$ cat config.mk
export PLATFORM = sky130hd
export DESIGN_NAME = ata_strobe_gen
export DESIGN_NICKNAME = d
export VERILOG_FILES = /design/src/rtl/ata_strobe_pkg.sv /design/src/rtl/ata_tword_capture.sv /design/src/rtl/ata_phase_seq.sv /design/src/rtl/ata_strobe_drv.sv /design/src/rtl/ata_strobe_gen.sv
export SDC_FILE = /design/constraint.sdc
export NUM_CORES = 1
export LEC_CHECK = 0
export BUFFER_PORTS_ARGS = -buffer_cell sky130_fd_sc_hd__buf_2
export CAP_MARGIN = 20
export CORE_MARGIN = 4
export CORE_UTILIZATION = 59
export DETAILED_ROUTE_END_ITERATION = 16
export GPL_ROUTABILITY_DRIVEN = 0
export PLACE_DENSITY_LB_ADDON = 0.12
export SETUP_SLACK_MARGIN = 0.15
export SLEW_MARGIN = 10
export SYNTH_ARGS = -nofsm -noshare
export SYNTH_HDL_FRONTEND = slang
export SYNTH_SLANG_ARGS = --single-unit
$ cat constraint.sdc
create_clock -name clk -period 2.6 [get_ports clk]
set_clock_uncertainty 0.2 [all_clocks]
set_input_delay 0.13 -clock clk [delete_from_list [all_inputs] [get_ports clk]]
set_output_delay 0.13 -clock clk [all_outputs]
set_load 0.05 [all_outputs]
$ cat src/rtl/ata_strobe_pkg.sv
package ata_strobe_pkg;

  localparam int WORD_W  = 32;
  localparam int CNT_W   = 5;
  localparam int ENA_LSB = 28;
  localparam int ENA_N   = 4;

  typedef enum logic [1:0] {
    PH_IDLE   = 2'd0,
    PH_SETUP  = 2'd1,
    PH_ACTIVE = 2'd2,
    PH_RECOV  = 2'd3
  } phase_e;

  // Packed layout of the timing word, most significant field first.
  typedef struct packed {
    logic       fifo_en;      // 31
    logic       pio_mst_en;   // 30
    logic       dma_en;       // 29
    logic       udma_en;      // 28
    logic [2:0] cmd_setup;    // 27:25
    logic [2:0] data_setup;   // 24:22
    logic [3:0] udma_cyc;     // 21:18 (not used by this block)
    logic [4:0] cmd_act;      // 17:13
    logic [3:0] cmd_rec;      // 12:9
    logic [4:0] data_act;     // 8:4
    logic [3:0] data_rec;     // 3:0
  } tword_t;

  typedef struct packed {
    logic [CNT_W-1:0] setup_len;
    logic [CNT_W-1:0] act_len;
    logic [CNT_W-1:0] rec_len;
    logic             skip_setup;
  } cyc_cfg_t;

endpackage

$ cat src/rtl/ata_tword_capture.sv
module ata_tword_capture
  import ata_strobe_pkg::*;
(
  input  logic              clk,
  input  logic              rst_n,
  input  logic              load_i,
  input  logic              busy_i,
  input  logic [WORD_W-1:0] word_i,
  input  logic              write_i,
  input  logic              tf_i,
  input  logic              burst_i,
  output cyc_cfg_t          cfg_o,
  output logic              write_o,
  output logic [ENA_N-1:0]  enables_o
);

  logic [WORD_W-1:0] word_q, word_d;
  logic              write_q, write_d;
  logic              tf_q, tf_d;
  logic              burst_q, burst_d;
  tword_t            tw;

  // Clock enable: the next value is the input only on an accepted start.
  always_comb begin
    if (load_i) begin
      word_d  = word_i;
      write_d = write_i;
      tf_d    = tf_i;
      burst_d = burst_i;
    end else begin
      word_d  = word_q;
      write_d = write_q;
      tf_d    = tf_q;
      burst_d = burst_q;
    end
  end

  always_ff @(posedge clk or negedge rst_n) begin
    if (!rst_n) begin
      word_q  <= '0;
      write_q <= 1'b0;
      tf_q    <= 1'b0;
      burst_q <= 1'b0;
    end else begin
      word_q  <= word_d;
      write_q <= write_d;
      tf_q    <= tf_d;
      burst_q <= burst_d;
    end
  end

  // Decode from the next value so the sequencer can load its counter
  // in the same edge that accepts the start.
  assign tw = tword_t'(word_d);

  always_comb begin
    if (tf_d) begin
      cfg_o.setup_len = CNT_W'(tw.cmd_setup);
      cfg_o.act_len   = CNT_W'(tw.cmd_act);
      cfg_o.rec_len   = CNT_W'(tw.cmd_rec);
    end else begin
      cfg_o.setup_len = CNT_W'(tw.data_setup);
      cfg_o.act_len   = CNT_W'(tw.data_act);
      cfg_o.rec_len   = CNT_W'(tw.data_rec);
    end
    cfg_o.skip_setup = burst_d & ~tf_d;
  end

  assign write_o = write_q;

  generate
    for (genvar i = 0; i < ENA_N; i++) begin : g_ena
      assign enables_o[i] = word_q[ENA_LSB+i];
    end
  endgenerate

  // a start seen while busy must leave the captured word alone
  assert_hold_word_R8: assert property (@(posedge clk) disable iff (!rst_n)
    (busy_i && !load_i) |=> $stable(word_q) && $stable(write_q) && $stable(tf_q));

endmodule

$ cat src/rtl/ata_phase_seq.sv
module ata_phase_seq
  import ata_strobe_pkg::*;
(
  input  logic     clk,
  input  logic     rst_n,
  input  logic     start_i,
  input  cyc_cfg_t cfg_i,
  output logic     accept_o,
  output phase_e   phase_o,
  output logic     busy_o,
  output logic     done_o
);

  phase_e           phase_q, phase_d;
  logic [CNT_W-1:0] cnt_q, cnt_d;
  logic             done_q, done_d;
  logic             last;

  assign accept_o = start_i && (phase_q == PH_IDLE);
  assign last     = (cnt_q == '0);

  always_comb begin
    phase_d = phase_q;
    cnt_d   = cnt_q;
    done_d  = 1'b0;
    unique case (phase_q)
      PH_IDLE: begin
        if (accept_o) begin
          if (cfg_i.skip_setup) begin
            phase_d = PH_ACTIVE;
            cnt_d   = cfg_i.act_len;
          end else begin
            phase_d = PH_SETUP;
            cnt_d   = cfg_i.setup_len;
          end
        end
      end
      PH_SETUP: begin
        if (last) begin
          phase_d = PH_ACTIVE;
          cnt_d   = cfg_i.act_len;
        end else begin
          cnt_d = cnt_q - 1'b1;
        end
      end
      PH_ACTIVE: begin
        if (last) begin
          phase_d = PH_RECOV;
          cnt_d   = cfg_i.rec_len;
        end else begin
          cnt_d = cnt_q - 1'b1;
        end
      end
      PH_RECOV: begin
        if (last) begin
          phase_d = PH_IDLE;
          done_d  = 1'b1;
        end else begin
          cnt_d = cnt_q - 1'b1;
        end
      end
      default: phase_d = PH_IDLE;
    endcase
  end

  always_ff @(posedge clk or negedge rst_n) begin
    if (!rst_n) begin
      phase_q <= PH_IDLE;
      cnt_q   <= '0;
      done_q  <= 1'b0;
    end else begin
      phase_q <= phase_d;
      cnt_q   <= cnt_d;
      done_q  <= done_d;
    end
  end

  assign phase_o = phase_q;
  assign busy_o  = (phase_q != PH_IDLE);
  assign done_o  = done_q;

  // done is a single-clock pulse
  assert_done_single_R6: assert property (@(posedge clk) disable iff (!rst_n)
    done_q |=> !done_q);

  // busy only falls together with a done pulse
  assert_done_on_fall_R6: assert property (@(posedge clk) disable iff (!rst_n)
    $fell(busy_o) |-> done_q);

  // active counter stays within the captured active width
  assert_act_bound_R2: assert property (@(posedge clk) disable iff (!rst_n)
    (phase_q == PH_ACTIVE) |-> (cnt_q <= cfg_i.act_len));

endmodule

$ cat src/rtl/ata_strobe_drv.sv
module ata_strobe_drv
  import ata_strobe_pkg::*;
(
  input  phase_e phase_i,
  input  logic   write_i,
  output logic   dior_n_o,
  output logic   diow_n_o
);

  logic strobe_on;

  assign strobe_on = (phase_i == PH_ACTIVE);

  always_comb begin
    dior_n_o = 1'b1;
    diow_n_o = 1'b1;
    if (strobe_on) begin
      if (write_i) diow_n_o = 1'b0;
      else         dior_n_o = 1'b0;
    end
  end

endmodule

$ cat src/rtl/ata_strobe_gen.sv
module ata_strobe_gen
  import ata_strobe_pkg::*;
(
  input  logic              clk,
  input  logic              rst_n,
  input  logic              start_i,
  input  logic              write_i,
  input  logic              taskfile_i,
  input  logic              burst_i,
  input  logic [WORD_W-1:0] timing_i,
  output logic              dior_n_o,
  output logic              diow_n_o,
  output logic              busy_o,
  output logic              done_o,
  output logic              udma_en_o,
  output logic              dma_en_o,
  output logic              pio_master_en_o,
  output logic              fifo_en_o
);

  logic             rst_meta_q, rst_sync_q;
  logic             accept;
  logic             write_cap;
  cyc_cfg_t         cfg;
  phase_e           phase;
  logic [ENA_N-1:0] enables;

  // Asynchronous assertion, synchronous release.
  always_ff @(posedge clk or negedge rst_n) begin
    if (!rst_n) begin
      rst_meta_q <= 1'b0;
      rst_sync_q <= 1'b0;
    end else begin
      rst_meta_q <= 1'b1;
      rst_sync_q <= rst_meta_q;
    end
  end

  ata_tword_capture u_capture (
    .clk       (clk),
    .rst_n     (rst_sync_q),
    .load_i    (accept),
    .busy_i    (busy_o),
    .word_i    (timing_i),
    .write_i   (write_i),
    .tf_i      (taskfile_i),
    .burst_i   (burst_i),
    .cfg_o     (cfg),
    .write_o   (write_cap),
    .enables_o (enables)
  );

  ata_phase_seq u_seq (
    .clk      (clk),
    .rst_n    (rst_sync_q),
    .start_i  (start_i),
    .cfg_i    (cfg),
    .accept_o (accept),
    .phase_o  (phase),
    .busy_o   (busy_o),
    .done_o   (done_o)
  );

  ata_strobe_drv u_drv (
    .phase_i  (phase),
    .write_i  (write_cap),
    .dior_n_o (dior_n_o),
    .diow_n_o (diow_n_o)
  );

  assign udma_en_o       = enables[0];
  assign dma_en_o        = enables[1];
  assign pio_master_en_o = enables[2];
  assign fifo_en_o       = enables[3];

  // never both strobes low
  assert_single_strobe_R4: assert property (@(posedge clk) disable iff (!rst_sync_q)
    dior_n_o || diow_n_o);

  // both strobes high while idle
  assert_idle_high_R4: assert property (@(posedge clk) disable iff (!rst_sync_q)
    !busy_o |-> (dior_n_o && diow_n_o));

  // asynchronous reset holds the strobes inactive
  always_comb begin
    if (!rst_n) begin
      assert_reset_high_R1: assert (dior_n_o && diow_n_o);
    end
  end

endmodule

==> results.md <==
- Share of cells above drive strength 1: 0.3382
- RSZ-0062 raised after global routing: false
- Family with the most delay on the worst path: simple AND/OR/NAND/NOR gates
- Rows: 22
- Worst EP arrival: roughly 2.3 ns
- CTS tree: yes
- DP Cell Count: approximately 280
- Fmax: 0.4263 GHz
- First-pass GRT wire length: between 8 and 9 mm
- Most used DFF post-synth: dfrtp_1
- Period utilization: 0.9022
- Endpoint class of the critical path: flop
- Cells after Synth: 200
- CP max stage delay: between 0.5 and 0.6 ns
- Initial Util: 0.6131
- WL/cell: about 15 um
- Max cap viols: 0
- Slew @ Worst Pin: 0.5021 ns
- Yosys warns: 0
- CP max stage cell: or4b_4
- Fin cells: 323
- Pint: ~2.1 mW
- Vias in the first global route: 1,820
- Clock network power share: 0.157
- Setup bufs post-CTS: 0
- Die area: 4855 um2
- Residual DRC count: 0
- Pin count of the biggest net entering global routing: 40
- Die X-Extent: 69.68 um
- Clock sink count: 41
- Root buf cell: clkbuf_8
- Critical-path cell list: inv_1 > ha_1 > or4b_4 > a21oi_2 > or2_4 > nor3b_1 > o31a_1 > a21o_1
- Hold Fails Final Rpt: 0
- Syn_area_per_cell: between 10 and 15 um2
- P_sw: approximately 1.3 mW
- ANT nets after route: 0
- Clock Pin Slew Worst Setup and Hold Paths: about 0.080 ns
- Gr usage total: 0.2169
- FFs w/ async S/R, synth: 1.000
- Chip Height: roughly 70 um
- DR vias: 1,785
- Max-slew violations: 0
- Detailed Route WL: between 4 and 5 mm
- Critical Path RT: about 2.6 ns
- Status: finished, final reports clean
- Max IR drop VDD: just under 800 uV
- Crit path launch type: flop
- Area of the core: 3661 um2
- Max Fanout on Critical Path: 5
- H-tree levels: 2
- Worst Slack Setup Final: between 0.2 and 0.3 ns
- Synth area leaders: dfrtp_1 46%, mux2_2 16%, mux2i_1 7.1%
- Vias per Instance: around 5.5
- R2r setup slk: between 0.2 and 0.3 ns
- Clock Tree Buf Depth: 2
- IO Pins: 46
- EDFF count, synth: 0
- Dpl ws: around 0.27 ns
- Yosys top cell area share: 0.4571
- Sequential power share: 0.340
- Initial antenna violation count: 0
- Final core occ: 0.8031
- Switch share: 0.3887
- Port-buffer cells: about 40
- Static Leak: ~1.3 nW
- Most frequent cells in the layout: 41 x buf_2, 41 x dfrtp_1, 32 x dlygate4sd3_1
- Area delta synth->final: 30.99%
- Number of distinct library cells after synthesis: 41
- # setup viols final: 0
- Max-slew headroom: 0.6653
- Register area share after synthesis: 0.4571
- Filler cells: between 200 and 250
- 1st-iter DRT viols: between 100 and 150
- Worst-Skew Late Latency: slightly below 0.3 ns
- Grt total ovfl: 0
- Synth area leader: dfrtp_1
- Crit Path Class: flop to flop
- First drt pass iteration count: 4
- CP bufs+invs: 1
- CTS Buf Count: 5
- Setup TNS: 0 ns
- Synthesized cell area: about 2200 um2
- Net Count, Synth: 244
- Comb pwr share: 0.504
- PwrDens: 1144 nW/um2
- Minimum clock period: 2.346 ns
- Synthesized flop and latch total: 41
- Placed wire-length estimate: approximately 3.3 mm
- Nets: roughly 320
- Type of the tightest min-delay check: input pin to flop
- Antenna cells: 0
==> power groups by stage <==
stage                     Sequential [mW]  Clock [mW]  Combinational [mW]
final                                1.14       0.528                1.69
after CTS                            1.13       0.538                1.69
after global routing                 1.17       0.570                1.86
after floorplan                      1.22           0                1.22
after detailed placement             1.15           0                1.65
after global placement               1.12           0                1.59
==> sequential cells by signal, summed over array words and instances, names as in the netlist <==
| name | cells |
|---|---|
| rst_meta_q | 1 |
| rst_sync_q | 1 |
| u_capture.burst_q | 1 |
| u_capture.tf_q | 1 |
| u_capture.word_q | 28 |
| u_capture.write_o | 1 |
| u_seq.cnt_q | 5 |
| u_seq.done_o | 1 |
| u_seq.phase_o | 2 |
==> cell families after synthesis <==
group	count (synthesis)	share of synthesized area
compound gates	43	0.1349
fa+ha+maj	6	0.03344
buf+inv	18	0.03400
flops	41	0.4571
mux	47	0.2269
other cells	1	0.001671
simple gates	44	0.1120
==> synth_stat cells (2+ instances only) <==
| library cell | n |
|---|---|
| a211o_1 | 3 |
| a211oi_1 | 10 |
| a21oi_1 | 9 |
| and2_1 | 2 |
| buf_2 | 7 |
| clkbuf_1 | 3 |
| dfrtp_1 | 41 |
| ha_1 | 6 |
| inv_1 | 7 |
| mux2_2 | 31 |
| mux2i_1 | 16 |
| nand2_1 | 9 |
| nand2b_1 | 5 |
| nor2_1 | 6 |
| nor2b_1 | 8 |
| nor3_1 | 5 |
| o2111ai_1 | 2 |
| o21a_1 | 2 |
| o21ai_0 | 6 |
==> worst reg2reg max path, stage by stage (launching register included) <==
cell and delay [ns]:
dfrtp_1 0.42, inv_1 0.07, ha_1 0.21, or4b_4 0.53, a21oi_2 0.16, or2_4 0.15, nor3b_1 0.06, o31a_1 0.30
a21o_1 0.15
==> worst paths after layout <==
kind	startpoint	end	depth (start not counted)
min in group asynchronous	rst_sync_q	u_capture.word_q[16]	1
max in group asynchronous	rst_n	rst_sync_q	3
setup / recovery	u_seq.cnt_q[0]	u_seq.cnt_q[3]	8
hold / removal	taskfile_i	u_capture.tf_q	3
setup reg to reg	u_seq.cnt_q[0]	u_seq.cnt_q[3]	8
hold reg to reg	rst_sync_q	u_capture.word_q[16]	1
==> stage by stage <==
step           power, mW  cell area, um2  hold slack (ns)
4_1_cts            3.359            2934           0.1041
3_3_place_gp       2.701            2497          -0.2850
6_report           3.365            2940           0.1128
2_1_floorplan      2.439            2245          -0.3656
5_1_grt            3.597            2940           0.1593
3_5_place_dp       2.794            2497          -0.2800
==> layout make-up <==
type                       instances  area (um2)  share of cell area
sequential                        41        1026              0.3489
clock buffer                       7       86.33             0.02936
clock inverter                     1       30.03             0.01021
timing repair buffer              78       563.0              0.1915
tap                               48       60.06             0.02043
multi-input combinational        141        1149              0.3906
inverter                           7       26.28            0.008936
==> repair_timing <==
item / 4_1_cts / 5_1_grt
hold buffers: 32 / 0
endpoints found under the hold margin: 32 / 0
resized for setup: 0 / 2
setup endpoints to repair: 0 / 3
==> routing by layer <==
metal / share of wire / track usage / vias to the layer above
met3: 0.043 / 0.05362 / 9
met4: 0.018 / 0.08298 / 0
met2: 0.52 / 0.3814 / 42
met1: 0.42 / 0.2545 / 862
li1: - / - / 872
met5: 0 / 0 / -
Note: power is estimated with default switching activity, not from simulation.
